[src/rtl/pwm_timer_pkg.sv]
package pwm_timer_pkg;
  localparam int DATA_W = 32;
  localparam int ADDR_W = 3;

  typedef enum logic [1:0] {
    MODE_ONESHOT = 2'd0,
    MODE_CONT    = 2'd1,
    MODE_CAPTURE = 2'd2,
    MODE_REF     = 2'd3
  } pwm_mode_e;

  localparam logic [ADDR_W-1:0] A_CTRL   = 3'd0;
  localparam logic [ADDR_W-1:0] A_PERIOD = 3'd1;
  localparam logic [ADDR_W-1:0] A_DUTY   = 3'd2;
  localparam logic [ADDR_W-1:0] A_DIV    = 3'd3;
  localparam logic [ADDR_W-1:0] A_REPEAT = 3'd4;
  localparam logic [ADDR_W-1:0] A_CAPHI  = 3'd5;
  localparam logic [ADDR_W-1:0] A_CAPLO  = 3'd6;
  localparam logic [ADDR_W-1:0] A_STATUS = 3'd7;

  localparam int CTRL_EN   = 0;
  localparam int CTRL_MODE = 1;
  localparam int CTRL_POL  = 3;
  localparam int CTRL_IE   = 4;
endpackage

[src/rtl/pwm_timer_sync.sv]
module pwm_timer_sync #(
  parameter int STAGES = 2
) (
  input  logic clk,
  input  logic rst_n,
  input  logic d,
  output logic q
);
  logic [STAGES-1:0] chain;

  generate
    if (STAGES == 1) begin : g_single
      always_ff @(posedge clk or negedge rst_n) begin
        if (!rst_n) chain <= '0;
        else        chain <= d;
      end
    end else begin : g_chain
      always_ff @(posedge clk or negedge rst_n) begin
        if (!rst_n) chain <= '0;
        else        chain <= {chain[STAGES-2:0], d};
      end
    end
  endgenerate

  assign q = chain[STAGES-1];
endmodule

[src/rtl/pwm_timer_clkdiv.sv]
module pwm_timer_clkdiv #(
  parameter int PRE_W = 8,
  parameter int SCL_W = 8
) (
  input  logic             clk,
  input  logic             rst_n,
  input  logic             run,
  input  logic [PRE_W-1:0] pre_div,
  input  logic [SCL_W-1:0] scl_div,
  output logic             tick
);
  logic [PRE_W-1:0] pre_cnt;
  logic [SCL_W-1:0] scl_cnt;
  logic             pre_hit;

  // first stage ends its cycle; the second stage counts those ends
  assign pre_hit = run && (pre_cnt == pre_div);
  assign tick    = pre_hit && (scl_cnt == scl_div);

  always_ff @(posedge clk or negedge rst_n) begin
    if (!rst_n) begin
      pre_cnt <= '0;
      scl_cnt <= '0;
    end else if (!run) begin
      pre_cnt <= '0;
      scl_cnt <= '0;
    end else if (pre_hit) begin
      pre_cnt <= '0;
      scl_cnt <= (scl_cnt == scl_div) ? '0 : scl_cnt + 1'b1;
    end else begin
      pre_cnt <= pre_cnt + 1'b1;
    end
  end
endmodule

[src/rtl/pwm_timer_core.sv]
module pwm_timer_core
  import pwm_timer_pkg::*;
#(
  parameter int CNT_W = 32,
  parameter int RPT_W = 8
) (
  input  logic             clk,
  input  logic             rst_n,
  input  logic             en,
  input  pwm_mode_e        mode,
  input  logic             tick,
  input  logic [CNT_W-1:0] period,
  input  logic [CNT_W-1:0] duty,
  input  logic [RPT_W-1:0] rpt,
  input  logic             cap_lvl,
  output logic             gen_on,
  output logic             active,
  output logic             irq_set,
  output logic             one_done,
  output logic [CNT_W-1:0] cnt,
  output logic [CNT_W-1:0] act_period,
  output logic [CNT_W-1:0] act_duty,
  output logic [CNT_W-1:0] cap_high,
  output logic [CNT_W-1:0] cap_low
);
  logic             cap_on;
  logic             cap_prev;
  logic             cap_rise;
  logic             cap_fall;
  logic             wrap;
  logic             last_rep;
  logic [RPT_W-1:0] rep;
  logic [CNT_W-1:0] cnt_span;

  assign gen_on   = en && (mode != MODE_CAPTURE);
  assign cap_on   = en && (mode == MODE_CAPTURE);
  assign cap_rise = cap_lvl && !cap_prev;
  assign cap_fall = !cap_lvl && cap_prev;
  // a period of zero counts as one tick
  assign wrap     = ({1'b0, cnt} + {{CNT_W{1'b0}}, 1'b1}) >= {1'b0, act_period};
  assign last_rep = (rep == rpt);
  // the edge cycle's own tick belongs to the level that just ended
  assign cnt_span = cnt + CNT_W'(tick);
  assign active   = gen_on && (cnt < act_duty);

  assign one_done = gen_on && tick && wrap && (mode == MODE_ONESHOT) && last_rep;
  assign irq_set  = one_done
                 || (gen_on && tick && wrap && (mode == MODE_CONT))
                 || (cap_on && cap_rise);

  always_ff @(posedge clk or negedge rst_n) begin
    if (!rst_n) begin
      cnt        <= '0;
      act_period <= '0;
      act_duty   <= '0;
      rep        <= '0;
      cap_prev   <= 1'b0;
      cap_high   <= '0;
      cap_low    <= '0;
    end else begin
      cap_prev <= cap_lvl;
      if (gen_on) begin
        if (tick) begin
          if (wrap) begin
            cnt        <= '0;
            act_period <= period;
            act_duty   <= duty;
            if (mode == MODE_ONESHOT) rep <= rep + 1'b1;
          end else begin
            cnt <= cnt + 1'b1;
          end
        end
      end else if (cap_on) begin
        if (cap_rise) begin
          cap_low <= cnt_span;
          cnt     <= '0;
        end else if (cap_fall) begin
          cap_high <= cnt_span;
          cnt      <= '0;
        end else if (tick) begin
          cnt <= cnt + 1'b1;
        end
      end else begin
        // idle: keep the working copies primed for the next start
        cnt        <= '0;
        act_period <= period;
        act_duty   <= duty;
        rep        <= '0;
      end
    end
  end
endmodule

[src/rtl/pwm_timer_regs.sv]
module pwm_timer_regs
  import pwm_timer_pkg::*;
#(
  parameter int CNT_W = 32,
  parameter int PRE_W = 8,
  parameter int SCL_W = 8,
  parameter int RPT_W = 8
) (
  input  logic              clk,
  input  logic              rst_n,
  input  logic              wr,
  input  logic              rd,
  input  logic [ADDR_W-1:0] addr,
  input  logic [DATA_W-1:0] wdata,
  input  logic              irq_set,
  input  logic              one_done,
  input  logic [CNT_W-1:0]  cap_high,
  input  logic [CNT_W-1:0]  cap_low,
  output logic [DATA_W-1:0] rdata,
  output logic              rvalid,
  output logic              en,
  output pwm_mode_e         mode,
  output logic              pol,
  output logic              ie,
  output logic [CNT_W-1:0]  period,
  output logic [CNT_W-1:0]  duty,
  output logic [PRE_W-1:0]  pre_div,
  output logic [SCL_W-1:0]  scl_div,
  output logic [RPT_W-1:0]  rpt,
  output logic              status
);
  localparam int DIV_W = PRE_W + SCL_W;

  logic [DATA_W-1:0] rd_mux;
  logic              wr_ctrl;
  logic              clr_hit;

  assign wr_ctrl = wr && (addr == A_CTRL);
  assign clr_hit = wr && (addr == A_STATUS) && wdata[0];

  always_ff @(posedge clk or negedge rst_n) begin
    if (!rst_n) begin
      en      <= 1'b0;
      mode    <= MODE_ONESHOT;
      pol     <= 1'b0;
      ie      <= 1'b0;
      period  <= '0;
      duty    <= '0;
      pre_div <= '0;
      scl_div <= '0;
      rpt     <= '0;
    end else begin
      if (wr_ctrl) begin
        en   <= wdata[CTRL_EN];
        mode <= pwm_mode_e'(wdata[CTRL_MODE+1:CTRL_MODE]);
        pol  <= wdata[CTRL_POL];
        ie   <= wdata[CTRL_IE];
      end else if (one_done) begin
        en <= 1'b0;
      end
      if (wr && addr == A_PERIOD) period <= wdata[CNT_W-1:0];
      if (wr && addr == A_DUTY)   duty   <= wdata[CNT_W-1:0];
      if (wr && addr == A_DIV) begin
        pre_div <= wdata[PRE_W-1:0];
        scl_div <= wdata[DIV_W-1:PRE_W];
      end
      if (wr && addr == A_REPEAT) rpt <= wdata[RPT_W-1:0];
    end
  end

  // sticky event flag; a new event overrides a same-cycle clear
  always_ff @(posedge clk or negedge rst_n) begin
    if (!rst_n)       status <= 1'b0;
    else if (irq_set) status <= 1'b1;
    else if (clr_hit) status <= 1'b0;
  end

  always_comb begin
    rd_mux = '0;
    case (addr)
      A_CTRL: begin
        rd_mux[CTRL_EN]                   = en;
        rd_mux[CTRL_MODE+1:CTRL_MODE]     = mode;
        rd_mux[CTRL_POL]                  = pol;
        rd_mux[CTRL_IE]                   = ie;
      end
      A_PERIOD: rd_mux = DATA_W'(period);
      A_DUTY:   rd_mux = DATA_W'(duty);
      A_DIV:    rd_mux = DATA_W'({scl_div, pre_div});
      A_REPEAT: rd_mux = DATA_W'(rpt);
      A_CAPHI:  rd_mux = DATA_W'(cap_high);
      A_CAPLO:  rd_mux = DATA_W'(cap_low);
      A_STATUS: rd_mux[0] = status;
      default:  rd_mux = '0;
    endcase
  end

  always_ff @(posedge clk or negedge rst_n) begin
    if (!rst_n) begin
      rdata  <= '0;
      rvalid <= 1'b0;
    end else begin
      rvalid <= rd;
      if (rd) rdata <= rd_mux;
    end
  end
endmodule

[src/rtl/pwm_timer.sv]
module pwm_timer
  import pwm_timer_pkg::*;
#(
  parameter int CNT_W  = 32,
  parameter int PRE_W  = 8,
  parameter int SCL_W  = 8,
  parameter int RPT_W  = 8,
  parameter int SYNC_N = 2
) (
  input  logic              clk,
  input  logic              rst_n,
  input  logic              reg_wr,
  input  logic              reg_rd,
  input  logic [ADDR_W-1:0] reg_addr,
  input  logic [DATA_W-1:0] reg_wdata,
  output logic [DATA_W-1:0] reg_rdata,
  output logic              reg_rvalid,
  input  logic              cap_in,
  output logic              pwm_out,
  output logic              irq
);
  logic             ctrl_en, ctrl_pol, ctrl_ie, status;
  pwm_mode_e        ctrl_mode;
  logic [CNT_W-1:0] period, duty, cnt, act_period, act_duty, cap_high, cap_low;
  logic [PRE_W-1:0] pre_div;
  logic [SCL_W-1:0] scl_div;
  logic [RPT_W-1:0] rpt;
  logic             tick, gen_on, active, irq_set, one_done, cap_lvl;

  pwm_timer_regs #(
    .CNT_W(CNT_W), .PRE_W(PRE_W), .SCL_W(SCL_W), .RPT_W(RPT_W)
  ) u_regs (
    .clk(clk), .rst_n(rst_n), .wr(reg_wr), .rd(reg_rd), .addr(reg_addr),
    .wdata(reg_wdata), .irq_set(irq_set), .one_done(one_done),
    .cap_high(cap_high), .cap_low(cap_low), .rdata(reg_rdata),
    .rvalid(reg_rvalid), .en(ctrl_en), .mode(ctrl_mode), .pol(ctrl_pol),
    .ie(ctrl_ie), .period(period), .duty(duty), .pre_div(pre_div),
    .scl_div(scl_div), .rpt(rpt), .status(status)
  );

  pwm_timer_clkdiv #(.PRE_W(PRE_W), .SCL_W(SCL_W)) u_div (
    .clk(clk), .rst_n(rst_n), .run(ctrl_en), .pre_div(pre_div),
    .scl_div(scl_div), .tick(tick)
  );

  pwm_timer_sync #(.STAGES(SYNC_N)) u_sync (
    .clk(clk), .rst_n(rst_n), .d(cap_in), .q(cap_lvl)
  );

  pwm_timer_core #(.CNT_W(CNT_W), .RPT_W(RPT_W)) u_core (
    .clk(clk), .rst_n(rst_n), .en(ctrl_en), .mode(ctrl_mode), .tick(tick),
    .period(period), .duty(duty), .rpt(rpt), .cap_lvl(cap_lvl),
    .gen_on(gen_on), .active(active), .irq_set(irq_set), .one_done(one_done),
    .cnt(cnt), .act_period(act_period), .act_duty(act_duty),
    .cap_high(cap_high), .cap_low(cap_low)
  );

  assign pwm_out = ctrl_pol ^ active;
  assign irq     = status && ctrl_ie;
endmodule

[config.mk]
export PLATFORM = sky130hd
export DESIGN_NAME = pwm_timer
export DESIGN_NICKNAME = d
export VERILOG_FILES = /design/src/rtl/pwm_timer_pkg.sv /design/src/rtl/pwm_timer_sync.sv /design/src/rtl/pwm_timer_clkdiv.sv /design/src/rtl/pwm_timer_core.sv /design/src/rtl/pwm_timer_regs.sv /design/src/rtl/pwm_timer.sv
export SDC_FILE = /design/constraint.sdc
export NUM_CORES = 1
export LEC_CHECK = 0
export ABC_AREA = 1
export CAP_MARGIN = 30
export CELL_PAD_IN_SITES_DETAIL_PLACEMENT = 0
export CELL_PAD_IN_SITES_GLOBAL_PLACEMENT = 1
export CORE_MARGIN = 2
export CORE_UTILIZATION = 39
export CTS_BUF_LIST = sky130_fd_sc_hd__clkbuf_4 sky130_fd_sc_hd__clkbuf_8
export DETAILED_ROUTE_END_ITERATION = 12
export DONT_BUFFER_PORTS = 1
export PLACE_DENSITY_LB_ADDON = 0.05
export SYNTH_ARGS = -nofsm -noshare
export SYNTH_HDL_FRONTEND = slang
export SYNTH_SLANG_ARGS = --single-unit
[constraint.sdc]
create_clock -name clk -period 3.2 [get_ports clk]
set_input_delay 0.16 -clock clk [delete_from_list [all_inputs] [get_ports clk]]
set_output_delay 0.16 -clock clk [all_outputs]
set_load 0.05 [all_outputs]
==> impl_table.tex, run 1 <==
\begin{tabular}{lr}
\hline
Metric & Value \\
\hline
\multicolumn{2}{l}{\textbf{Critical path}} \\
CP max stage cell & dfrtp\_1 \\
Critical path endpoint & u\_core.act\_period[23]\$\_DFFE\_PN0P\_ \\
Count of cells along the worst register-to-register path & 21 \\
Cell family contributing the most delay on the critical path & simple AND/OR/NAND/NOR gates \\
WP data required & about 3.8 ns \\
Worst flop-to-flop path endpoint & u\_core.act\_period[23]\$\_DFFE\_PN0P\_ \\
Kind of critical path & register to register \\
Critical Path Start & u\_core.cnt[1]\$\_DFFE\_PN0P\_ \\
Flop2flop setup slack & -0.1 ns \\
Highest net fanout along the worst path & 9 \\
FF-to-FF Start & u\_core.cnt[1]\$\_DFFE\_PN0P\_ \\
Critical path's largest stage delay & 0.37 ns \\
Worst path most repeated cell & nor2\_4 \\
Cell-by-cell trace of the critical path & buf\_6 > nand3\_4 > nor2\_4 > nand2\_1 > inv\_2 > nand4\_1 > nor2\_4 > xor2\_2 > inv\_1 > ha\_1 > nand2\_2 > nor2\_2 > and2\_4 > nand3\_1 > nand3\_2 > nor2\_4 > nand3\_4 > nand2\_8 > clkbuf\_16 > nand2\_1 > o21ai\_1 \\
Worst path arrival time & 3.85 ns \\
Levels on crit path & 21 \\
Worst path bufs/invs & 4 \\
Crit path capture type & register \\
Crit start category & register \\
\multicolumn{2}{l}{\textbf{Final layout}} \\
Flip-flop and latch area & around 7900 µm² \\
Nets@finish & between 2,000 and 2,500 \\
Area occupied by multi-input gates & 8380 µm² \\
Area growth from synthesis to layout & 31.7\% \\
Fraction of final layout cells sized beyond drive strength 1 & 0.248 \\
Post-Route Utilization & 0.521 \\
Filler cells & 4,058 \\
Antenna diode count & 0 \\
\multicolumn{2}{l}{\textbf{Drt}} \\
Final WL & 58.3 mm \\
WL/cell & $\sim$20 µm \\
Via count & 14,984 \\
Post-route antenna net violation count & 0 \\
DRC Markers & 0 \\
Number of DRC violations after detailed-routing iteration 0 & 1,181 \\
Via count normalized by instance count & 5.05 \\
Number of search-and-repair iterations in the first detailed-routing pass & 6 \\
\multicolumn{2}{l}{\textbf{Clock tree}} \\
H-tree Lvls & 2 \\
Hold-fix buffer count after cts & 40 \\
Number of buffers created by CTS & 57 \\
Clk sinks & 314 \\
Buffer levels on the longest clock path & 3 \\
Clock tree from TritonCTS & built \\
Skew-Pair Late Insertion Delay & 0.66 ns \\
CTS Root Cell & clkbuf\_8 \\
Clock transition at the registers of the reported paths & 0.06 ns \\
\multicolumn{2}{l}{\textbf{Die}} \\
Floorplan core area & roughly 42,000 µm² \\
Die height & 210 µm \\
Die width & 210 µm \\
Count of pins on the block boundary & 75 \\
\# rows & 75 \\
Overall die area & 44,200 µm² \\
Initial Util & 0.396 \\
\multicolumn{2}{l}{\textbf{Power and ir drop}} \\
Static power due to leakage & 11.1 nW \\
Power Total & 0.0127 W \\
Max VDD drop & 0.000344 V \\
Power density over cell area & about 580 nW/µm² \\
\multicolumn{2}{l}{\textbf{Global route}} \\
Total GRT Usage & 0.264 \\
Antenna violations before repair & 0 \\
First-pass GRT wire length & 88.0 mm \\
Maximum number of pins on one net before global-route repair & 315 \\
Total global routing overflow & 0 \\
Vias in the first global route & between 10,000 and 15,000 \\
\multicolumn{2}{l}{\textbf{Logic synthesis}} \\
Portion of synthesized cell area occupied by the leading cell type & 0.473 \\
Most area-consuming cells after synthesis & dfrtp\_1, nand2\_1, inv\_1, ha\_1, o21ai\_0 \\
Post-Syn Instances & 2,111 \\
Async set-or-reset flop fraction in the synthesized netlist & 1.00 \\
Top flip-flop cell by instance count after synthesis & dfrtp\_1 \\
Average cell area after synthesis & 7.86 µm² \\
Number of synthesis warnings & 0 \\
Register area share after synthesis & 0.473 \\
Synth area leader & dfrtp\_1 \\
Leading cell types by count after synthesis & nand2\_1, dfrtp\_1, inv\_1 \\
Number of enable flip-flop cells after synthesis & 0 \\
Most numerous cell in the Yosys netlist & nand2\_1 \\
Synthesized net count & 2,222 \\
Number of distinct standard cells referenced by the synthesized netlist & 44 \\
Number of register bits inferred by synthesis & 314 \\
Mapped cell area & approximately 17,000 µm² \\
\multicolumn{2}{l}{\textbf{Timing}} \\
Fraction of the cycle the final worst path needs & 1.03 \\
Minimum clock period & 3.30 ns \\
Hold Violations, Final & $\sim$310 \\
Setup repair after global routing missed its margin & yes \\
Slack of the critical path & -0.0992 ns \\
Fin Hold WS & -0.786 ns \\
Final Slew Violations & 0 \\
Fin Clk Skew & 0.0335 ns \\
Setup Viol. Count Final & around 100 \\
Slew at the pin with the worst max-slew slack & between 0.6 and 0.7 ns \\
Maximum frequency from static timing analysis & 0.303 GHz \\
Worst slew margin relative to its limit & 0.541 \\
\multicolumn{2}{l}{\textbf{Job}} \\
\# Max-Cap Violations & 0 \\
\multicolumn{2}{l}{\textbf{Place}} \\
Routability congestion estimate from global placement & 0.887 \\
Setup slack at placement & -0.432 ns \\
DP HPWL & 40.9 mm \\
Port Buffers & 0 \\
\multicolumn{2}{l}{\textbf{Run status}} \\
Outcome & finished with violations \\
Violated checks & hold timing, setup timing \\
\multicolumn{2}{l}{\textbf{Min path}} \\
Worst min-delay path class & primary input to asynchronous set/reset pin \\
\hline
\end{tabular}
## power breakdown
part | internal [W] | switching [W] | total, W
logic | 0.00125 | 0.00187 | 0.00312
clock network | 0.00255 | 0.00181 | 0.00437
registers | 0.00457 | 0.000668 | 0.00524
total | 0.00838 | 0.00435 | 0.0127
## sequential cells by signal (all words and copies together), names as in the netlist
| name | flops |
|---|---|
| u_div.scl_cnt | 8 |
| u_core.cap_high | 32 |
| u_regs.pre_div | 8 |
| u_core.act_period | 32 |
| u_div.pre_cnt | 8 |
| u_regs.duty | 32 |
| u_regs.mode | 2 |
| u_core.rep | 8 |
| u_regs.rvalid | 1 |
| u_sync.chain | 2 |
| u_regs.period | 32 |
| u_regs.ie | 1 |
| u_core.cap_prev | 1 |
| u_regs.scl_div | 8 |
| u_regs.status | 1 |
| u_regs.en | 1 |
| u_core.cnt | 32 |
| u_core.cap_low | 32 |
| u_regs.rpt | 8 |
| u_regs.rdata | 32 |
| u_core.act_duty | 32 |
| u_regs.pol | 1 |
## metrics by stage
stage / std cells / setup TNS, ns / instance area (µm²)
floorplan: 2111 / 0 / 16600
global placement: 2771 / -40.18 / 18600
detailed placement: 2771 / -40.75 / 18600
CTS: 2954 / -0.0151 / 21000
global route: 2967 / -21.08 / 21900
finish: 2967 / -5.06 / 21900
## how the worst min path moves through the flow
stage	start	to	depth (start not counted)	slack [ns]
2_1_floorplan	rst_n	u_core.act_duty[0]$_DFFE_PN0P_	0	-0.14
6_report	rst_n	u_core.act_duty[11]$_DFFE_PN0P_	0	-0.79
3_5_place_dp	rst_n	u_core.act_duty[11]$_DFFE_PN0P_	0	-0.12
4_1_cts	rst_n	u_core.act_duty[11]$_DFFE_PN0P_	0	-0.83
3_3_place_gp	rst_n	u_regs.duty[14]$_DFFE_PN0P_	0	-0.12
5_1_grt	rst_n	u_core.act_duty[11]$_DFFE_PN0P_	0	-0.84
## cells in the final DEF, fill, tap and decap left out, types with 6 or more instances in the layout
master,netlist,routed
clkbuf_4,0,16
o21ai_0,175,165
dfrtp_1,314,310
buf_4,0,222
nand2_2,14,73
nand3_2,0,21
nand3_1,75,49
a221oi_1,6,6
nor2_4,2,15
o21ai_2,11,18
nand4_1,28,28
ha_4,0,12
dlygate4sd3_1,0,39
o22ai_1,19,19
xnor2_1,20,19
xor2_2,0,14
buf_12,0,11
nand2_1,704,625
nor2_1,123,91
nand3_4,1,6
nor3_2,2,9
ha_1,71,58
inv_1,269,256
a21o_1,7,7
o2111ai_1,10,10
nor3_1,21,12
xor2_1,62,48
a21oi_1,45,43
buf_6,6,12
o221ai_1,6,6
nor2_2,4,23
o21ai_1,14,17
nand2_4,1,20
clkbuf_8,0,77
inv_2,2,15
## cells by family after synthesis
logic type,synth area share
simple gates,0.243
buf+inv,0.0839
fa+ha+maj,0.0535
compound gates,0.103
flops,0.473
xor+xnor,0.0433
## what timing repair did
item,in CTS,in global routing
setup endpoints to repair,117,129
pin swaps,23,55
gates cloned,3,5
endpoints found under the hold margin,441,314
gates resized for setup,89,187
buffers inserted,41,9
## cell type report
| class | count | area share |
|---|---|---|
| Multi-Input combinational cell | 1447 | 0.383 |
| Sequential cell | 314 | 0.360 |
| Timing Repair Buffer | 293 | 0.120 |
| Clock buffer | 93 | 0.0540 |
| Inverter | 273 | 0.0469 |
| Tap cell | 539 | 0.0308 |
| Clock inverter | 8 | 0.00544 |
## layer usage
layer,part of all wire,up-vias,track usage
met5,0,-,0
met4,0.025,0,0.0729
met3,0.063,86,0.0478
met2,0.43,436,0.386
met1,0.48,7217,0.398
li1,-,7245,-
## worst register-to-register path: stages (launching register included)
cell,delay [ns]
dfrtp_1,0.37
buf_6,0.12
nand3_4,0.08
nor2_4,0.10
nand2_1,0.08
inv_2,0.06
nand4_1,0.21
nor2_4,0.22
xor2_2,0.19
inv_1,0.09
ha_1,0.31
nand2_2,0.08
nor2_2,0.05
and2_4,0.14
nand3_1,0.09
nand3_2,0.10
nor2_4,0.16
nand3_4,0.21
nand2_8,0.22
clkbuf_16,0.22
nand2_1,0.05
o21ai_1,0.06
No activity file was read; power rests on OpenSTA's default activity.
==> run 2, diff against run 1 <==
--- a/config.mk
+++ b/config.mk
@@ -5,7 +5,6 @@
 export SDC_FILE = /design/constraint.sdc
 export NUM_CORES = 1
 export LEC_CHECK = 0
-export ABC_AREA = 1
 export CAP_MARGIN = 30
 export CELL_PAD_IN_SITES_DETAIL_PLACEMENT = 0
 export CELL_PAD_IN_SITES_GLOBAL_PLACEMENT = 1
==> run 2 against run 1 <==
  * The flow still finishes with violations (hold timing, setup timing)
  * Count of clock-buffer cells in the layout is 4 lower
  * Combinational power is 5% higher
  * Utilization is 1.4 points lower
  * Die area is 0.91% higher
  * Synthesized cell count is 27% lower
  * Clock power is 8.9% lower
  * Total power is 0.64% lower
  * Via count is 15% lower
  * Flip-flop and latch count stayed put
  * Register-to-register slack worse by 0.77 ns
  * Sequential power is 3% higher
  * Sequential share of layout area is 0.84 points higher
  * Largest cell class unchanged
==> impl_table.tex, run 2 <==
\begin{tabular}{lr}
\hline
Metric & Value \\
\hline
\multicolumn{2}{l}{\textbf{Run status}} \\
Outcome & finished with violations \\
Violated checks & hold timing, setup timing \\
\multicolumn{2}{l}{\textbf{Die}} \\
Die height & 211 µm \\
Floorplan core area & 42,100 µm² \\
Die width & 211 µm \\
Overall die area & $\sim$45,000 µm² \\
Count of pins on the block boundary & 75 \\
Initial Util & 0.398 \\
\# rows & 75 \\
\multicolumn{2}{l}{\textbf{Critical path}} \\
Highest net fanout along the worst path & 7 \\
Critical path's largest stage delay & approximately 0.4 ns \\
Kind of critical path & register to register \\
WP data required & 3.72 ns \\
Cell-by-cell trace of the critical path & buf\_6 > and3\_4 > nand3\_4 > or2\_4 > nor2\_4 > nand4\_1 > xnor2\_2 > ha\_1 > and3\_4 > a221oi\_2 > buf\_4 > o21ai\_2 > a211oi\_4 > or2\_4 > nand2\_8 > buf\_12 > buf\_16 > mux2\_4 \\
Crit start category & register \\
Cell family contributing the most delay on the critical path & simple AND/OR/NAND/NOR gates \\
Crit path capture type & register \\
Worst path bufs/invs & 4 \\
Worst path arrival time & 4.59 ns \\
CP max stage cell & dfrtp\_1 \\
\multicolumn{2}{l}{\textbf{Logic synthesis}} \\
Dominant combinational cell family by area after synthesis & multiplexers \\
Leading cell types by count after synthesis & dfrtp\_1, nand2\_1, o21ai\_0 \\
Number of enable flip-flop cells after synthesis & 0 \\
Top flip-flop cell by instance count after synthesis & dfrtp\_1 \\
Register area share after synthesis & 0.469 \\
Number of synthesis warnings & 0 \\
Arithmetic-cell share of the synthesized area counting full adders, half adders and majority gates & 0.0530 \\
Area fraction in compound gates after synthesis & 0.111 \\
Proportion of synthesized area in mux cells & 0.150 \\
Post-Syn Instances & $\sim$1,500 \\
Portion of synthesized cell area occupied by the leading cell type & 0.469 \\
Mapped cell area & 16,800 µm² \\
Async set-or-reset flop fraction in the synthesized netlist & 1.00 \\
Most area-consuming cells after synthesis & dfrtp\_1, mux2\_2, mux2\_4, ha\_1, nand2\_1 \\
Most numerous cell in the Yosys netlist & dfrtp\_1 \\
Synth area leader & dfrtp\_1 \\
Xor and xnor fraction of the mapped netlist area & 0.0502 \\
Number of register bits inferred by synthesis & around 310 \\
Fraction of the mapped netlist area in simple logic gates & 0.114 \\
Synthesized net count & about 1,700 \\
Average cell area after synthesis & 10.9 µm² \\
Number of distinct standard cells referenced by the synthesized netlist & 67 \\
\multicolumn{2}{l}{\textbf{Final layout}} \\
Leading cell types in the layout, fill and taps excluded & dfrtp\_1, buf\_4, nand2\_1, mux2\_2, inv\_1 \\
Flip-flop and latch area & 7860 µm² \\
Most common cell after layout, fill and taps aside & dfrtp\_1 \\
Fraction of final layout cells sized beyond drive strength 1 & 0.343 \\
Area occupied by multi-input gates & around 8600 µm² \\
Filler cells & 3,877 \\
Nets@finish & 1,911 \\
Antenna diode count & 0 \\
Final non-filler cell total & 2,382 \\
Area growth from synthesis to layout & 27.5\% \\
Post-Route Utilization & 0.507 \\
\multicolumn{2}{l}{\textbf{Timing}} \\
Hold Violations, Final & 314 \\
Fin Clk Skew & 0.0359 ns \\
Slack of the critical path & -0.872 ns \\
Fraction of the cycle the final worst path needs & 1.27 \\
Slew at the pin with the worst max-slew slack & between 1 and 1.5 ns \\
Minimum clock period & 4.07 ns \\
Maximum frequency from static timing analysis & between 0.2 and 0.25 GHz \\
Final Slew Violations & 0 \\
Setup Viol. Count Final & 108 \\
Fin Hold WS & -0.807 ns \\
Worst slew margin relative to its limit & 0.274 \\
Setup repair after global routing missed its margin & yes \\
\multicolumn{2}{l}{\textbf{Place}} \\
DP HPWL & 36.5 mm \\
Placed Cells & about 2,200 \\
Setup slack at placement & -1.02 ns \\
Routability congestion estimate from global placement & around 0.9 \\
Port Buffers & 0 \\
\multicolumn{2}{l}{\textbf{Power and ir drop}} \\
Internal power component & 0.00862 W \\
Share of power burned in combinational logic & 0.259 \\
Sequential fraction of design power & 0.426 \\
Switching power summed over all nets & just over 0.004 W \\
Power density over cell area & 592 nW/µm² \\
Fraction of power spent switching nets & 0.318 \\
Max VDD drop & 0.000301 V \\
Clock group share of total power & 0.315 \\
Static power due to leakage & 10.1 nW \\
\multicolumn{2}{l}{\textbf{Drt}} \\
Via count normalized by instance count & 5.32 \\
Number of search-and-repair iterations in the first detailed-routing pass & 5 \\
Via count & 12,670 \\
Final WL & 54.0 mm \\
Number of DRC violations after detailed-routing iteration 0 & 958 \\
Post-route antenna net violation count & 0 \\
DRC Markers & 0 \\
WL/cell & 22.7 µm \\
\multicolumn{2}{l}{\textbf{Global route}} \\
Vias in the first global route & 13,038 \\
Total global routing overflow & 0 \\
Antenna violations before repair & 0 \\
Maximum number of pins on one net before global-route repair & between 300 and 400 \\
Total GRT Usage & 0.247 \\
First-pass GRT wire length & 82.4 mm \\
\multicolumn{2}{l}{\textbf{Clock tree}} \\
Buffer levels on the longest clock path & 3 \\
Skew-Pair Late Insertion Delay & 0.67 ns \\
CTS Root Cell & clkbuf\_8 \\
Hold-fix buffer count after cts & between 40 and 50 \\
Number of buffers created by CTS & 57 \\
Clock tree from TritonCTS & built \\
H-tree Lvls & 2 \\
Clock transition at the registers of the reported paths & 0.06 ns \\
Clk sinks & 314 \\
\multicolumn{2}{l}{\textbf{Min path}} \\
Worst min-delay path class & primary input to asynchronous set/reset pin \\
\multicolumn{2}{l}{\textbf{Job}} \\
\# Max-Cap Violations & 0 \\
\hline
\end{tabular}
==> run 2: cell count changes in the layout (fill, tap and decap cells not counted), sizes merged, moves of 12 or more <==
cell,change
a221oi,+17
a21oi,-12
xnor2,+20
nor2,-54
and3,+14
a22o,+29
nand3,-33
mux2,+168
inv,-167
o21ai,-85
mux2i,+33
nand2,-572
==> run 2: logic make-up after synthesis <==
family | count (synthesis)
AOI/OAI and AO/OA | 284
xor gates and xnor gates | 96
adders and majority gates | 71
buffers and inverters | 191
DFF | 314
muxes | 204
and+or+nand+nor | 383
==> run 2: metrics by stage <==
| stage | TNS (ns) | instance area, µm² | hold slack, ns | power (W) |
|---|---|---|---|---|
| 2_1_floorplan | -67.39 | 16900 | -0.136 | 0.00722 |
| 3_3_place_gp | -93.60 | 18600 | -0.128 | 0.00806 |
| 3_5_place_dp | -98.11 | 18600 | -0.123 | 0.00810 |
| 4_1_cts | -78.59 | 21000 | -0.849 | 0.0127 |
| 5_1_grt | -97.30 | 21400 | -0.837 | 0.0133 |
| 6_report | -82.50 | 21400 | -0.807 | 0.0126 |
==> run 2: layer usage <==
layer	vias to the layer above	part of all wire	routed length (µm)	track usage
met3	65	0.045	2450	0.0498
met2	237	0.43	23000	0.356
met1	6398	0.51	27400	0.374
met5	-	0	0	0
li1	5970	-	-	-
met4	0	0.021	1110	0.0682
==> run 2: final timing paths <==
check / start / end / slack (ns) / depth (start not counted)
setup / recovery: u_core.cnt[1]$_DFFE_PN0P_ / u_core.act_duty[14]$_DFFE_PN0P_ / -0.87 / 18
hold / removal: rst_n / u_regs.pre_div[4]$_DFFE_PN0P_ / -0.81 / 0
setup reg to reg: u_core.cnt[1]$_DFFE_PN0P_ / u_core.act_duty[14]$_DFFE_PN0P_ / -0.87 / 18
hold reg to reg: u_sync.chain[0]$_DFF_PN0_ / u_sync.chain[1]$_DFF_PN0_ / 0.35 / 0
max in group asynchronous: rst_n / u_core.cnt[0]$_DFFE_PN0P_ / 3.26 / 0
min in group clk: reg_addr[0] / u_regs.rdata[6]$_DFFE_PN0P_ / 0.06 / 4
==> run 2: layout make-up <==
class / instances / share of cell area
multi-input combinational: 1038 / 0.404
sequential: 314 / 0.368
timing repair buffer: 283 / 0.122
clock buffer: 89 / 0.0524
tap: 539 / 0.0316
inverter: 106 / 0.0186
clock inverter: 13 / 0.00369
==> run 2: power groups by stage <==
stage / Sequential [W] / Combinational [W] / Clock, W
2_1_floorplan: 0.00523 / 0.00199 / 0
3_3_place_gp: 0.00544 / 0.00262 / 0
3_5_place_dp: 0.00543 / 0.00267 / 0
4_1_cts: 0.00538 / 0.00316 / 0.00412
5_1_grt: 0.00548 / 0.00355 / 0.00428
6_report: 0.00539 / 0.00328 / 0.00398
==> run 2: what timing repair did <==
action	CTS	global route
gates cloned	6	1
gates resized for setup	96	58
pin swaps	46	38
buffers inserted	31	12
setup endpoints to repair	133	145
hold endpoints to repair	442	314
==> run 2: worst register-to-register path, delay by kind of cell (launching register included) <==
kind	cells	cell delay, ns
simple gates	8	1.45
fa+ha+maj	1	0.27
xor+xnor	1	0.24
mux	1	0.31
compound gates	3	0.66
flops	1	0.40
buf+inv	4	0.60
==> run 3, diff against run 2 <==
--- a/config.mk
+++ b/config.mk
@@ -10,7 +10,6 @@
 export CELL_PAD_IN_SITES_GLOBAL_PLACEMENT = 1
 export CORE_MARGIN = 2
 export CORE_UTILIZATION = 39
-export CTS_BUF_LIST = sky130_fd_sc_hd__clkbuf_4 sky130_fd_sc_hd__clkbuf_8
 export DETAILED_ROUTE_END_ITERATION = 12
 export DONT_BUFFER_PORTS = 1
 export PLACE_DENSITY_LB_ADDON = 0.05
==> run 3 against run 2 <==
  * The run still ends with hold timing, setup timing left
  * Die area unchanged
  * Via count fell by 1.5%
  * Flip-flop and latch count is the same
  * Wire length down 1.2%
  * Critical path depth shrank 2
  * Combinational power is 7.0% lower
  * Total power is 0.33% higher
  * Clock skew down 0.017 ns
  * Sequential power hardly changed
  * Utilization is 0.70 points lower
  * Count of clock-buffer cells in the layout fell by 31
  * Maximum frequency up 2.4%
  * Largest cell class unchanged
==> impl_table.tex, run 3 (synthesized netlist as in run 2, its figures left out) <==
\begin{tabular}{lr}
\hline
Metric & Value \\
\hline
\multicolumn{2}{l}{\textbf{Run status}} \\
Outcome & finished with violations \\
Violated checks & hold timing, setup timing \\
\multicolumn{2}{l}{\textbf{Timing}} \\
Slew at the pin with the worst max-slew slack & 0.921 ns \\
Setup Viol. Count Final & 108 \\
Slack of the critical path & -0.777 ns \\
Fraction of the cycle the final worst path needs & 1.24 \\
Hold Violations, Final & 314 \\
Final Slew Violations & 0 \\
Setup TNS & -75.15 ns \\
Setup repair after global routing missed its margin & yes \\
Minimum clock period & around 4 ns \\
Fin Hold WS & -0.698 ns \\
Fin Clk Skew & 0.0188 ns \\
Maximum frequency from static timing analysis & 0.251 GHz \\
Worst slew margin relative to its limit & 0.384 \\
\multicolumn{2}{l}{\textbf{Die}} \\
Die width & 211 µm \\
Initial Util & 0.398 \\
Die height & $\sim$210 µm \\
Count of pins on the block boundary & 75 \\
\# rows & 75 \\
Overall die area & $\sim$45,000 µm² \\
Floorplan core area & 42,100 µm² \\
\multicolumn{2}{l}{\textbf{Drt}} \\
DRC Markers & 0 \\
Number of DRC violations after detailed-routing iteration 0 & about 900 \\
WL/cell & 22.8 µm \\
Post-route antenna net violation count & 0 \\
Via count normalized by instance count & 5.33 \\
Number of search-and-repair iterations in the first detailed-routing pass & 5 \\
Final WL & 53.3 mm \\
Via count & 12,485 \\
\multicolumn{2}{l}{\textbf{Global route}} \\
First-pass GRT wire length & 81.3 mm \\
Vias in the first global route & 12,692 \\
Maximum number of pins on one net before global-route repair & 315 \\
Total global routing overflow & 0 \\
Total GRT Usage & 0.244 \\
Antenna violations before repair & 1 \\
\multicolumn{2}{l}{\textbf{Clock tree}} \\
H-tree Lvls & 2 \\
Clock transition at the registers of the reported paths & $\sim$0.060 ns \\
CTS Root Cell & clkbuf\_16 \\
Clk sinks & 314 \\
Clock tree from TritonCTS & built \\
Number of buffers created by CTS & 38 \\
Buffer levels on the longest clock path & 3 \\
Skew-Pair Late Insertion Delay & 0.57 ns \\
Hold-fix buffer count after cts & 42 \\
\multicolumn{2}{l}{\textbf{Place}} \\
Port Buffers & 0 \\
DP HPWL & approximately 36 mm \\
Instance area at placement & approximately 19,000 µm² \\
Setup slack at placement & -1.02 ns \\
Placed Cells & 2,196 \\
Routability congestion estimate from global placement & 0.915 \\
\multicolumn{2}{l}{\textbf{Critical path}} \\
CP max stage cell & dfrtp\_2 \\
Worst path arrival time & between 4 and 5 ns \\
Highest net fanout along the worst path & 13 \\
Kind of critical path & register to register \\
Count of cells along the worst register-to-register path & 16 \\
Cell-by-cell trace of the critical path & nand4\_4 > or2\_4 > or2\_4 > nor2\_4 > nand4\_1 > xnor2\_2 > ha\_1 > and3\_4 > a221oi\_2 > buf\_4 > o21ai\_2 > a211oi\_4 > or2\_4 > nand2\_8 > buf\_16 > mux2\_4 \\
Worst flop-to-flop path endpoint & u\_core.act\_period[23]\$\_DFFE\_PN0P\_ \\
Critical path's largest stage delay & 0.41 ns \\
Crit start category & register \\
Flop2flop setup slack & -0.78 ns \\
FF-to-FF Start & u\_core.cnt[5]\$\_DFFE\_PN0P\_ \\
Worst path most repeated cell & or2\_4 \\
Crit path capture type & register \\
WP data required & 3.64 ns \\
\multicolumn{2}{l}{\textbf{Final layout}} \\
Most common cell after layout, fill and taps aside & dfrtp\_1 \\
Fraction of final layout cells sized beyond drive strength 1 & 0.313 \\
Final non-filler cell total & 2,341 \\
Leading cell types in the layout, fill and taps excluded & dfrtp\_1, buf\_4, nand2\_1, mux2\_2, inv\_1 \\
Area growth from synthesis to layout & 25.7\% \\
Final Instance Area & 21,100 µm² \\
Nets@finish & between 1,500 and 2,000 \\
\multicolumn{2}{l}{\textbf{Power and ir drop}} \\
Max VDD drop & around 0.00043 V \\
Static power due to leakage & between 9 and 10 nW \\
Power density over cell area & 602 nW/µm² \\
\multicolumn{2}{l}{\textbf{Min path}} \\
Worst min-delay path class & primary input to asynchronous set/reset pin \\
\multicolumn{2}{l}{\textbf{Job}} \\
\# Max-Cap Violations & 0 \\
\hline
\end{tabular}
==> run 3: cell count changes in the layout (fill, tap and decap cells not counted), sizes merged <==
cell / delta
buf: -10
inv: +2
clkinv: -4
dlygate4sd3: +1
clkbuf: -31
diode: +1
==> run 3: per-stage QoR <==
step / power (W) / utilization
after global routing: 0.0133 / 0.500
after floorplan: 0.00722 / -
after detailed placement: 0.00810 / 0.441
final: 0.0127 / 0.500
after global placement: 0.00806 / 0.441
after CTS: 0.0128 / 0.494
==> run 3: worst max-delay path by stage <==
stage / cells after the start / to / slack [ns] / from
floorplan: 18 / u_core.act_duty[0]$_DFFE_PN0P_ / -0.75 / u_core.cnt[8]$_DFFE_PN0P_
global route: 19 / u_core.cnt[23]$_DFFE_PN0P_ / -0.90 / u_core.cnt[5]$_DFFE_PN0P_
finish: 16 / u_core.act_period[23]$_DFFE_PN0P_ / -0.78 / u_core.cnt[5]$_DFFE_PN0P_
CTS: 16 / u_core.act_duty[17]$_DFFE_PN0P_ / -0.73 / u_core.cnt[5]$_DFFE_PN0P_
detailed placement: 19 / u_core.cnt[27]$_DFFE_PN0P_ / -1.02 / u_core.cnt[0]$_DFFE_PN0P_
global placement: 19 / u_core.cnt[27]$_DFFE_PN0P_ / -0.95 / u_core.cnt[0]$_DFFE_PN0P_
==> run 3: metal layers <==
layer	wire length (µm)	vias up	share of wire	global-route usage
met5	19	-	0.00036	0
met4	605	2	0.011	0.0435
met3	2510	43	0.047	0.0461
met2	23200	218	0.43	0.361
met1	27000	6324	0.51	0.373
li1	-	5898	-	-
==> run 3: where the power goes <==
part           switching [W]  internal (W)
sequential          0.000736       0.00465
clock                0.00179       0.00246
combinational        0.00143       0.00161
==> run 3: critical path, delay by kind of cell, from the launching register on <==
family	cells	cell delay [ns]
compound gates	3	0.65
xor+xnor	1	0.21
fa+ha+maj	1	0.29
buf+inv	2	0.40
flops	1	0.41
mux	1	0.30
simple gates	8	1.55
==> run 3: timing repair <==
item	4_1_cts	5_1_grt
endpoints found under the setup margin	129	146
gates cloned	3	2
setup buffers	21	10
endpoints found under the hold margin	442	314
pin swaps	35	14
resized for setup	81	28
==> run 3: cell type report <==
| cell class | instances | area [µm²] |
|---|---|---|
| Multi-Input combinational cell | 1038 | 8500 |
| Antenna cell | 1 | 2.50 |
| Timing Repair Buffer | 274 | 2420 |
| Clock buffer | 58 | 1140 |
| Fill cell | 3851 | 21100 |
| Clock inverter | 11 | 76.3 |
| Tap cell | 539 | 674 |
| Inverter | 106 | 398 |
| Sequential cell | 314 | 7860 |
